$ cat src/rtl/burst_pkg.sv
// Package: shared transfer-type encoding, burst codes and derived widths
// for the burst address generator. Assumes a 3-bit burst code and a
// 3-bit log2 size code.
package burst_pkg;

    typedef enum logic [1:0] {
        TR_IDLE   = 2'b00,
        TR_BUSY   = 2'b01,
        TR_NONSEQ = 2'b10,
        TR_SEQ    = 2'b11
    } trans_e;

    localparam logic [2:0] BT_SINGLE = 3'b000;
    localparam logic [2:0] BT_INCR   = 3'b001;

    // Beat counter wide enough for 16 beats.
    localparam int BEAT_W = 5;
    // Largest span: 16 beats x 128 bytes = 2048, held in 12 bits.
    localparam int SPAN_W = 12;

endpackage

$ cat src/rtl/burst_decode.sv
// Module: burst_decode
// Turns a burst request into its beat count, its wrap span mask and its
// refusal conditions. It is purely combinational.
// Assumes BOUNDARY is a power of two and ADDR_W >= log2(BOUNDARY).
module burst_decode
    import burst_pkg::*;
#(
    parameter int BOUNDARY = 1024,
    parameter int MAX_SIZE = 2,
    localparam int BND_W   = $clog2(BOUNDARY),
    localparam int EXT_W   = ((BND_W > SPAN_W) ? BND_W : SPAN_W) + 1
) (
    input  logic [BND_W-1:0]  addr_lo,
    input  logic [2:0]        burst,
    input  logic [2:0]        size,
    output logic [BEAT_W-1:0] beats,
    output logic [SPAN_W-1:0] wrap_mask,
    output logic              is_wrap,
    output logic              is_undef,
    output logic              refuse
);

    logic [2:0]        beat_log;
    logic [SPAN_W-1:0] span;
    logic              fixed_incr;
    logic              crosses;
    logic              size_bad;

    // Purpose: map the burst code to a beat count and its log2.
    always_comb begin
        unique case (burst[2:1])
            2'b00:   beat_log = 3'd0;
            2'b01:   beat_log = 3'd2;
            2'b10:   beat_log = 3'd3;
            default: beat_log = 3'd4;
        endcase
        beats = (burst == BT_INCR) ? '0 : (BEAT_W'(1) << beat_log);
    end

    // Purpose: classify the burst and compute its span and mask.
    always_comb begin
        is_wrap    = (burst[0] == 1'b0) && (burst != BT_SINGLE);
        is_undef   = (burst == BT_INCR);
        fixed_incr = burst[0] && !is_undef;
        span       = (SPAN_W'(1) << size) << beat_log;
        wrap_mask  = span - SPAN_W'(1);
    end

    // Purpose: refusal tests for the 1 KB rule and the bus width.
    always_comb begin
        crosses  = (EXT_W'(addr_lo) + EXT_W'(span)) > EXT_W'(BOUNDARY);
        size_bad = (int'(size) > MAX_SIZE);
        refuse   = size_bad || (fixed_incr && crosses);
    end

endmodule

$ cat src/rtl/burst_step.sv
// Module: burst_step
// Works out the address of the next beat from the current one. The
// WRAP_EN parameter selects whether the wrap datapath is built.
// It also flags when the incremented address starts a new boundary block.
// Assumes ADDR_W >= SPAN_W and ADDR_W >= log2(BOUNDARY).
module burst_step
    import burst_pkg::*;
#(
    parameter int ADDR_W   = 32,
    parameter int BOUNDARY = 1024,
    parameter bit WRAP_EN  = 1'b1,
    localparam int BND_W   = $clog2(BOUNDARY)
) (
    input  logic [ADDR_W-1:0] cur,
    input  logic [2:0]        size,
    input  logic              is_wrap,
    input  logic [SPAN_W-1:0] wrap_mask,
    output logic [ADDR_W-1:0] nxt,
    output logic              at_edge
);

    logic [ADDR_W-1:0] inc;

    // Purpose: linear increment by the transfer size.
    always_comb begin
        inc     = cur + (ADDR_W'(1) << size);
        at_edge = (inc[BND_W-1:0] == '0);
    end

    generate
        if (WRAP_EN) begin : g_wrap
            logic [ADDR_W-1:0] mask_ext;
            // Purpose: keep the high bits and wrap the low bits inside the span.
            always_comb begin
                mask_ext = ADDR_W'(wrap_mask);
                nxt      = is_wrap ? ((cur & ~mask_ext) | (inc & mask_ext)) : inc;
            end
        end else begin : g_nowrap
            logic unused_wrap;
            // Purpose: no wrap support; every burst is linear.
            always_comb begin
                unused_wrap = is_wrap ^ (^wrap_mask);
                nxt         = inc;
            end
        end
    endgenerate

endmodule

$ cat src/rtl/burst_addr_gen.sv
// Module: burst_addr_gen (top)
// Master-side burst address sequencer. It takes a request while idle,
// refuses it or drives NONSEQ, then SEQ beats, and moves on only when
// hready is high. It returns to IDLE with a done pulse after the last beat.
// Assumes start, addr, burst and size are valid in the cycle start is high.
module burst_addr_gen
    import burst_pkg::*;
#(
    parameter int ADDR_W   = 32,
    parameter int BOUNDARY = 1024,
    parameter int MAX_SIZE = 2,
    localparam int BND_W   = $clog2(BOUNDARY)
) (
    input  logic              clk,
    input  logic              rst_n,
    input  logic              start,
    input  logic [ADDR_W-1:0] addr,
    input  logic [2:0]        burst,
    input  logic [2:0]        size,
    input  logic              hready,
    input  logic              stop,
    output logic [ADDR_W-1:0] haddr,
    output logic [1:0]        htrans,
    output logic [2:0]        hburst,
    output logic [2:0]        hsize,
    output logic              done,
    output logic              err
);

    // Request decode.
    logic [BEAT_W-1:0] req_beats;
    logic [SPAN_W-1:0] req_mask;
    logic              req_wrap;
    logic              req_undef;
    logic              req_refuse;

    // Burst state.
    trans_e            htrans_q;
    logic [ADDR_W-1:0] haddr_q;
    logic [2:0]        hburst_q;
    logic [2:0]        hsize_q;
    logic [BEAT_W-1:0] beats_q;
    logic [BEAT_W-1:0] cnt_q;
    logic [SPAN_W-1:0] mask_q;
    logic              wrap_q;
    logic              undef_q;
    logic              stop_pend_q;
    logic              done_q;
    logic              err_q;

    // Next-beat datapath.
    logic [ADDR_W-1:0] nxt_addr;
    logic              nxt_edge;
    logic              active;
    logic              last_beat;

    burst_decode #(
        .BOUNDARY (BOUNDARY),
        .MAX_SIZE (MAX_SIZE)
    ) u_decode (
        .addr_lo   (addr[BND_W-1:0]),
        .burst     (burst),
        .size      (size),
        .beats     (req_beats),
        .wrap_mask (req_mask),
        .is_wrap   (req_wrap),
        .is_undef  (req_undef),
        .refuse    (req_refuse)
    );

    burst_step #(
        .ADDR_W   (ADDR_W),
        .BOUNDARY (BOUNDARY),
        .WRAP_EN  (1'b1)
    ) u_step (
        .cur       (haddr_q),
        .size      (hsize_q),
        .is_wrap   (wrap_q),
        .wrap_mask (mask_q),
        .nxt       (nxt_addr),
        .at_edge   (nxt_edge)
    );

    // Purpose: decide whether the beat now on the bus is the final one.
    always_comb begin
        active    = (htrans_q != TR_IDLE);
        last_beat = undef_q ? (stop || stop_pend_q || nxt_edge)
                            : (cnt_q == beats_q);
    end

    // Purpose: burst sequencing, request capture and the result pulses.
    always_ff @(posedge clk) begin
        if (!rst_n) begin
            htrans_q    <= TR_IDLE;
            haddr_q     <= '0;
            hburst_q    <= '0;
            hsize_q     <= '0;
            beats_q     <= '0;
            cnt_q       <= '0;
            mask_q      <= '0;
            wrap_q      <= 1'b0;
            undef_q     <= 1'b0;
            stop_pend_q <= 1'b0;
            done_q      <= 1'b0;
            err_q       <= 1'b0;
        end else begin
            done_q <= 1'b0;
            err_q  <= 1'b0;
            if (!active) begin
                if (start) begin
                    if (req_refuse) begin
                        err_q <= 1'b1;
                    end else begin
                        htrans_q    <= TR_NONSEQ;
                        haddr_q     <= addr;
                        hburst_q    <= burst;
                        hsize_q     <= size;
                        beats_q     <= req_beats;
                        mask_q      <= req_mask;
                        wrap_q      <= req_wrap;
                        undef_q     <= req_undef;
                        cnt_q       <= BEAT_W'(1);
                        stop_pend_q <= 1'b0;
                    end
                end
            end else begin
                if (undef_q && stop) begin
                    stop_pend_q <= 1'b1;
                end
                if (hready) begin
                    if (last_beat) begin
                        htrans_q    <= TR_IDLE;
                        done_q      <= 1'b1;
                        stop_pend_q <= 1'b0;
                    end else begin
                        htrans_q <= TR_SEQ;
                        haddr_q  <= nxt_addr;
                        cnt_q    <= cnt_q + BEAT_W'(1);
                    end
                end
            end
        end
    end

    assign haddr  = haddr_q;
    assign htrans = htrans_q;
    assign hburst = hburst_q;
    assign hsize  = hsize_q;
    assign done   = done_q;
    assign err    = err_q;

endmodule

$ cat config.mk
export PLATFORM = sky130hd
export DESIGN_NAME = burst_addr_gen
export DESIGN_NICKNAME = d
export VERILOG_FILES = /design/src/rtl/burst_pkg.sv /design/src/rtl/burst_decode.sv /design/src/rtl/burst_step.sv /design/src/rtl/burst_addr_gen.sv
export SDC_FILE = /design/constraint.sdc
export NUM_CORES = 1
export LEC_CHECK = 0
export BUFFER_PORTS_ARGS = -buffer_cell sky130_fd_sc_hd__buf_2
export CAP_MARGIN = 20
export CORE_UTILIZATION = 55
export CTS_BUF_LIST = sky130_fd_sc_hd__clkbuf_16
export CTS_CLUSTER_SIZE = 25
export DETAILED_ROUTE_END_ITERATION = 8
export PLACE_DENSITY = 0.78
export SLEW_MARGIN = 20
export SYNTH_ARGS = -nofsm -noshare
export SYNTH_HDL_FRONTEND = slang
export SYNTH_SLANG_ARGS = --single-unit
$ cat constraint.sdc
create_clock -name clk -period 7.4 [get_ports clk]
set_input_delay 0.37 -clock clk [delete_from_list [all_inputs] [get_ports clk]]
set_output_delay 0.37 -clock clk [all_outputs]
set_load 0.01 [all_outputs]
== Word-level counts from Yosys, hierarchy flattened ==
Index checks and enable logic that the tools add are counted.
Word-level totals
  input bits: 43
  output and inout port bits: 42
  word-level logic and storage cells: 84
  register bits: 67
Operators by class
  order comparisons: 2
  eq/ne operators: 7
  mux-type cells: 27
  shift-type cells: 4
  $add $sub $neg: 4
  bitwise operators: 9
  reduce and logical (&&, ||, !) cells: 19
Operators with widths (count)
  2-to-1 mux 32 bit: 6
  adder 32 bit: 1
  AND 32 x 12 -> 32 bit: 1
  AND 32 bit: 1
  NOT 12 -> 32 bit: 1
  bitwise OR 32 bit: 1
  left shift 1 x 3 -> 32 bit (first input constant): 1
  2-to-1 mux 5 bit: 6
  adder 10 x 12 -> 13 bit: 1
  greater-than comparator 13 x 11 -> 1 bit (second input constant): 1
  left shift 1 x 3 -> 12 bit (first input constant): 1
  left shift 12 x 3 -> 12 bit: 1
  subtractor 12 x 1 -> 12 bit (second input constant): 1
  zero test 10 bit: 1
  2-to-1 mux 2 bit: 5
  2-to-1 mux 1 bit: 9
  one-hot mux 3 bit (3 select lines): 1
  AND reduction 3 bit: 3
  adder 5 x 1 -> 5 bit (second input constant): 1
  == test 5 bit: 1
  NOT 1 bit: 5
  left shift 1 x 3 -> 5 bit (first input constant): 1
  logical AND 1 bit: 4
  != test 2 bit (second input constant): 2
  13 further kinds: 16

== Longest topological paths before layout ==
Gate-level depths: netlist of run 1.
  depth after elaboration: 10
  depth in mapped cells: 19
  mapped depth without buffers: 15

== By module ==
From an unflattened synthesis of run 1, not the netlist that was laid out.
Unflattened totals
  cell total of the unflattened synthesis: 649
  area total of the unflattened synthesis: 4939.7 um^2
Modules (own cells, without submodules)
  burst_addr_gen: sequential area each 1341.3 um^2, cells each 346, times used 1, area each 2819.0 um^2
  burst_step: sequential area each 0.0 um^2, cells each 157, times used 1, area each 1124.8 um^2
  burst_decode: sequential area each 0.0 um^2, cells each 146, times used 1, area each 996.0 um^2

== Least setup slack after synthesis of run 1 ==
OpenSTA, ideal clock, no wires.
  path kind: input -> register
  start: in burst[1]
  end: reg haddr_q[14] (netlist: haddr[14])
  setup time: 0.103 ns
  stages: 17
  buffers on the path: 3
  data required time: 7.297 ns
  path slack: 3.322 ns
  arrival time: 3.975 ns
  cells stage by stage: inv_1 ha_1 buf_2 nor4_1 nand2_1 inv_1 ha_1 fa_1 or3_1 a2111o_1 nor4_1 nand4_1 a21o_1 buf_6 and2_4 buf_6 a2111oi_2
On the way
  word-level cells in the longest chain between the ends: 9
  elaborated cells between the ends (all ways): 14
  classes of those cells: 1 x add/sub; 1 x order compare; 4 x eq/ne; 1 x shift; 1 x mux; 6 x reduce/logical
Ends and longest elaborated chain
  from (decl): line burst_addr_gen.sv:18  | input logic [2:0] burst,
  == test 2 bit, or another cell as far along: line burst_decode.sv:31  | unique case (burst[2:1])
  one-hot mux 3 bit (3 select lines): line burst_decode.sv:31
  left shift 12 x 3 -> 12 bit: line burst_decode.sv:45  | span = (SPAN_W'(1) << size) << beat_log;
  adder 10 x 12 -> 13 bit: line burst_decode.sv:51  | crosses = (EXT_W'(addr_lo) + EXT_W'(span)) > EXT_W'(BOUNDARY);
  greater-than comparator 13 x 11 -> 1 bit: line burst_decode.sv:51
  logical AND 1 bit *: line burst_decode.sv:53  | refuse = size_bad || (fixed_incr && crosses);
  logical OR 1 bit *: line burst_decode.sv:53
  != test 2 x 1 -> 1 bit (no source line) *
  AND reduction 4 bit (no source line) *
  to (signal assigned): line burst_addr_gen.sv:115  | haddr_q <= addr;
  to (signal assigned): line burst_addr_gen.sv:137  | haddr_q <= nxt_addr;
  to (decl): line burst_addr_gen.sv:39  | logic [ADDR_W-1:0] haddr_q;
Every way passes the cells marked *; elsewhere a longest branch is shown, timed or not.
A chain may end at the register's enable or synchronous reset.

== Worst setup path after layout of run 1 ==
  start: in burst[1]
  end: reg haddr_q[21] (netlist: haddr[21])
Same word-level chain as after synthesis.

==> flow_summary_export.csv, run 1 <==
group,metric,value,unit
sta,drv_slew,0,
synth,avgSynthCellArea,7.79,sq um
synth,synth_area,5220,sq um
synth,netlist.area_leader.share,25.7,%
floorplanning,fp.dieW,99.5,um
sta,hold_viol,0,
route,final_antenna_net_count,0,
floorplanning,die_area,9890,sq um
synth,ys_ff_latch,67,
sta,finalSetupViolations,0,
place,place.gp.congestion,0.964,
final_layout,finalNonFillerCells,855,
route,dr.pass1.iters,5,
place,dp_cells,839,
cts,clock_sinks,67,
place,hpwl,10.8,mm
cts,clock_latency,0.33,ns
route,post_drt_via_cell_ratio,6.38,
sta,whs,0.315,ns
route,drc,0,
setup_path,cp.required,7.59,ns
route,vias,5451,
floorplanning,io-pin-count,85,
synth,synth_edf_count,0,
pwr,total_power,1.10,mW
final_layout,antenna_cells,0,
synth,yosysTopAreaCell,"dfxtp_1",
synth,synth.top_cells.by_area,"dfxtp_1 26%, ha_1 6.2%, a21oi_1 4.7%",
pwr,internal-power,0.771,mW
synth,synth_nets,742,
final_layout,seqCellArea,1340,sq um
grt,antenna_found_initial,0,
min_path,hold_depth,3,
route,routed_wl,15.0,mm
pwr,ir_worst_vdd,0.108,mV
setup_path,arrival,5.27,ns
synth,synth-seq-area-share,25.7,%
cts,clockBufferDepth,2,
status,status,"complete, no violations",
grt,overflow,0,
final_layout,syn_to_final_growth,13.3,%
sta,finalSetupTns,0,ns
pwr,p_switching,0.332,mW
sta,worst_slew_pin_slew,0.886,ns
job,max-cap-violations,0,
sta,finClkSkew,0.00607,ns
setup_path,endpoint_kind,"flop",
sta,slew_headroom,40.9,%
floorplanning,coreArea,9240,sq um
synth,yosysWarnings,0,
grt,grt_max_degree,41,
final_layout,layout.nets,792,
final_layout,multi_input_area,3550,sq um
floorplanning,die_height,99.5,um
pwr,seqPwrFrac,36.5,%
final_layout,fillCellCount,786,
cts,cts_max_level,3,
setup_path,crit_type,"in -> reg",
pwr,swShare,30.1,%
grt,grt_usage,30.0,%
pwr,combPwrFrac,22.4,%
cts,path_clk_slew,0.06,ns
sta,rsz0062_at_grt,"no",
setup_path,cp_max_fo,33,
final_layout,drive_above_1_share,17.2,%
grt,grt_pass1_wl,23.9,mm
place,portBuffers,84,
synth,async_reset_ff_share,0,%
cts,cts_made_buffers,9,
cts,cts_root_buf,"clkbuf_16",
pwr,p_leak,2.49,nW
floorplanning,rows,35,
synth,syn_inst,671,
sta,fin_crit,5.08,ns
setup_path,ff2ff_path_depth,10,
pwr,p_per_area,186,nW/um^2
floorplanning,start_util,56.5,%
cts,cts_tree,"built",
sta,post-route-period-util,68.6,%
pwr,clkPwrFrac,41.1,%
route,drt-initial-drc-count,451,
setup_path,start_kind,"input pin",
sta,clock.fmax,0.197,GHz
cts,hold_buffers,0,
min_path,hp-class,"in -> reg",
synth,ys.flop_type,"dfxtp_1",
synth,ys_types,75,
cts,cts_setup_buffers,0,
route,wire_per_inst,17.5,um
grt,grt_pass1_vias,4945,
cts,ctsResizeCount,0,
synth_stat cells (13+ instances only):
cell       number
dfxtp_1        67
nor2_1         58
nand2_1        55
a21oi_1        49
o21ai_0        35
ha_1           26
clkbuf_1       25
inv_1          25
o31ai_1        19
xnor2_1        18
nor3_1         17
a211oi_1       15
buf_2          15
o2111ai_1      15
nand2b_1       14
nand3_1        14
and3_1         13
cell usage in the layout, fill, tap and decap left out, types with 17 or more instances in the layout:
cell type	instances
nor3_1	17
o21ai_0	35
dfxtp_1	67
buf_2	84
xnor2_1	18
nor2_1	57
o31ai_1	19
a21oi_1	48
nand2_1	55
ha_1	26
inv_1	25
layer usage:
metal  track usage [%]  up-vias  share of wire (%)
li1                  -     2602                  -
met1              37.1     2568                 42
met2              51.7      239                 48
met3              4.22       42                6.5
met4              13.5        0                3.2
met5                 0        -                  0
cell families (layout without fill, tap and decap cells):
kind of cell,Yosys count,after routing,share of synthesized area [%]
compound gates,217,217,29.2
flops,67,67,25.7
buf+inv,75,130,6.54
simple gates,244,244,24.2
mux,8,8,1.53
fa+ha+maj,28,28,6.99
xor+xnor,32,32,5.87
power groups by stage:
stage / Sequential, mW / Clock, mW / Combinational [mW]
after floorplan: 0.409 / 0 / 0.171
after global placement: 0.408 / 0 / 0.237
after detailed placement: 0.409 / 0 / 0.242
after CTS: 0.401 / 0.456 / 0.243
after global routing: 0.404 / 0.473 / 0.269
final: 0.402 / 0.453 / 0.247
final timing paths:
kind	startpoint	end	slack, ns
hold reg to reg	mask_q[6]$_SDFFE_PN0P_	mask_q[6]$_SDFFE_PN0P_	0.46
hold / removal	burst[0]	hburst[0]$_SDFFE_PN0P_	0.31
setup / recovery	burst[1]	haddr[21]$_SDFFE_PN0P_	2.32
setup reg to reg	hsize[0]$_SDFFE_PN0P_	haddr[21]$_SDFFE_PN0P_	2.59
worst max-delay path, stage by stage:
cell and delay (ns):
buf_2 0.14, inv_1 0.09, ha_1 0.43, or3b_2 0.52, a21o_1 0.20, a21oi_1 0.22, ha_1 0.38, a21o_1 0.24
a31o_2 0.22, o311ai_1 0.33, nor2_1 0.07, a211oi_1 0.38, a21o_1 0.68, buf_4 0.46, and2_4 0.39, a211oi_1 0.11
area by class of cell:
type                       instances  share of cell area, %
tap                              129                   2.73
timing repair buffer              89                   7.74
inverter                          25                   1.59
sequential                        67                   22.7
clock inverter                     7                   1.54
clock buffer                       9                   3.81
multi-input combinational        529                   59.9
stage by stage:
stage | setup WS (ns) | area, sq um | util [%]
global route | 2.01 | 5920 | 64.0
global placement | 2.17 | 5600 | 60.6
finish | 2.32 | 5920 | 64.0
detailed placement | 2.03 | 5600 | 60.6
floorplan | 3.32 | 5220 | -
CTS | 2.38 | 5920 | 64.0
Note: power is estimated with default switching activity, not from simulation.
==> inputs of run 2 (changes only) <==
--- a/config.mk
+++ b/config.mk
@@ -5,6 +5,7 @@
 export SDC_FILE = /design/constraint.sdc
 export NUM_CORES = 1
 export LEC_CHECK = 0
+export ABC_AREA = 1
 export BUFFER_PORTS_ARGS = -buffer_cell sky130_fd_sc_hd__buf_2
 export CAP_MARGIN = 20
 export CORE_UTILIZATION = 55
==> constraint.sdc (replaced) <==
create_clock -name clk -period 5.06 [get_ports clk]
set_input_delay 0.253 -clock clk [delete_from_list [all_inputs] [get_ports clk]]
set_output_delay 0.253 -clock clk [all_outputs]
set_load 0.01 [all_outputs]
==> flow_summary_export.csv, run 2 <==
group,metric,value,unit
grt,overflow,0,
cts,cts_made_buffers,9,
route,drc,0,
cts,path_clk_slew,0.06,ns
setup_path,endpoint_kind,"flop",
cts,clock_latency,0.34,ns
route,dr.pass1.iters,5,
route,routed_wl,15.4,mm
setup_path,max_stage_delay,0.43,ns
floorplanning,rows,36,
grt,antenna_found_initial,0,
cts,cts_tree,"built",
final_layout,layout.nets,1082,
setup_path,arrival,4.27,ns
synth,synth-seq-area-share,24.0,%
route,drt-initial-drc-count,343,
synth,synth_area,5590,sq um
synth,synth_nets,1013,
synth,avgSynthCellArea,5.94,sq um
final_layout,antenna_cells,0,
synth,syn_inst,942,
setup_path,critPathTopFamily,"simple AND/OR/NAND/NOR gates",
sta,finalSetupViolations,0,
setup_path,cp_max_fo,24,
cts,hold_buffers,0,
sta,hold_viol,0,
place,portBuffers,84,
place,hpwl,11.7,mm
sta,slew_headroom,35.9,%
final_layout,final_cell_mix,"265 x nand2_1, 126 x inv_1, 116 x nor2_1",
pwr,ir_worst_vdd,0.176,mV
synth,synth_most_common_cell,"nand2_1",
synth,synth.top_cells.by_area,"dfxtp_1 24%, nand2_1 18%, inv_1 8.5%",
floorplanning,die_height,103,um
pwr,total_power,1.92,mW
setup_path,start_kind,"input pin",
cts,ctsResizeCount,0,
sta,drv_slew,0,
place,dpl_cell_area,6020,sq um
final_layout,final_util,64.4,%
synth,synth_edf_count,0,
status,status,"complete, no violations",
cts,clockBufferDepth,2,
synth,ys_top_cells_by_count,"265 x nand2_1, 126 x inv_1, 117 x nor2_1, 76 x nand3_1, 67 x dfxtp_1",
route,wire_per_inst,13.4,um
setup_path,cp.required,5.34,ns
final_layout,syn_to_final_growth,13.0,%
sta,finalSetupTns,0,ns
grt,grt_pass1_wl,25.3,mm
floorplanning,coreArea,9820,sq um
min_path,hp-class,"in -> reg",
synth,ys.flop_type,"dfxtp_1",
place,place_ws,0.766,ns
sta,finClkSkew,0.00610,ns
route,vias,6174,
synth,ys_ff_latch,67,
cts,cts_root_buf,"clkbuf_16",
sta,worst_slew_pin_slew,0.962,ns
sta,fin_crit,3.99,ns
sta,rsz0062_at_grt,"no",
route,final_antenna_net_count,0,
final_layout,final_common_cell,"nand2_1",
cts,clock_sinks,67,
sta,fin_ws,1.07,ns
grt,grt_pass1_vias,5356,
place,place.gp.congestion,0.915,
job,max-cap-violations,0,
cts,cts_setup_buffers,0,
synth,yosysWarnings,0,
pwr,p_leak,3.21,nW
synth,yosysTopAreaCell,"dfxtp_1",
floorplanning,io-pin-count,85,
sta,post-route-period-util,78.8,%
setup_path,cp_num_buf_inv,4,
floorplanning,die_area,10600,sq um
grt,grt_max_degree,51,
floorplanning,fp.dieW,103,um
grt,grt_usage,30.6,%
synth,netlist.area_leader.share,24.0,%
pwr,p_per_area,304,nW/um^2
sta,clock.fmax,0.251,GHz
synth,ys_types,44,
cts,cts_max_level,3,
final_layout,drive_above_1_share,12.4,%
setup_path,cpMaxStageDelayCell,"fa_1",
route,post_drt_via_cell_ratio,5.37,
synth,async_reset_ff_share,0,%
floorplanning,start_util,57.0,%
setup_path,crit_type,"in -> reg",
final_layout,fin_area,6320,sq um
setup_path,crit_top_cell,"nor2_1",
run 2: report_power, final:
group / internal (mW) / switching (mW) / total, mW
logic: 0.218 / 0.418 / 0.635
registers: 0.585 / 0.0613 / 0.646
clock network: 0.385 / 0.256 / 0.641
total: 1.19 / 0.735 / 1.92
run 2: cell type report:
class	instances	area, sq um
Multi-Input combinational cell	714	3570
Fill cell	997	3500
Sequential cell	67	1340
Inverter	133	504
Timing Repair Buffer	86	435
Clock buffer	9	225
Tap cell	133	166
Clock inverter	7	76.3
run 2: worst paths after layout:
check                               from                endpoint  slack [ns]  cells after the start
setup reg to reg   hsize[0]$_SDFFE_PN0P_   cnt_q[2]$_SDFFE_PN0P_        1.21                     19
setup / recovery                burst[1]  haddr[24]$_SDFFE_PN0P_        1.07                     26
hold reg to reg   mask_q[0]$_SDFFE_PN0P_  mask_q[0]$_SDFFE_PN0P_        0.45                      2
hold / removal                  burst[0]     wrap_q$_SDFFE_PN0P_        0.20                      4
run 2: worst min-delay path: cells and delay by family:
kind | cells | cell delay [ns]
AOI/OAI and AO/OA | 1 | 0.05
buffers and inverters | 1 | 0.09
and+or+nand+nor | 2 | 0.10
run 2: per-stage QoR:
step / std cells / hold slack [ns]
2_1_floorplan: 942 / 0.423
3_3_place_gp: 1133 / 0.442
3_5_place_dp: 1133 / 0.447
4_1_cts: 1149 / 0.200
5_1_grt: 1149 / 0.227
6_report: 1149 / 0.202
run 2: cell families (layout without fill, tap and decap cells):
| kind of cell | after synthesis | count (layout) | share of synthesized area [%] |
|---|---|---|---|
| xor+xnor | 21 | 21 | 3.29 |
| compound gates | 129 | 129 | 12.7 |
| simple gates | 533 | 533 | 40.6 |
| mux | 3 | 3 | 0.537 |
| fa+ha+maj | 28 | 28 | 6.53 |
| buf+inv | 161 | 235 | 12.3 |
| flops | 67 | 67 | 24.0 |
run 2: routing by layer:
layer	track usage, %	share of wire (%)
met5	0	0
met1	42.0	46
met4	10.7	2.1
met3	5.63	7.5
met2	48.3	44
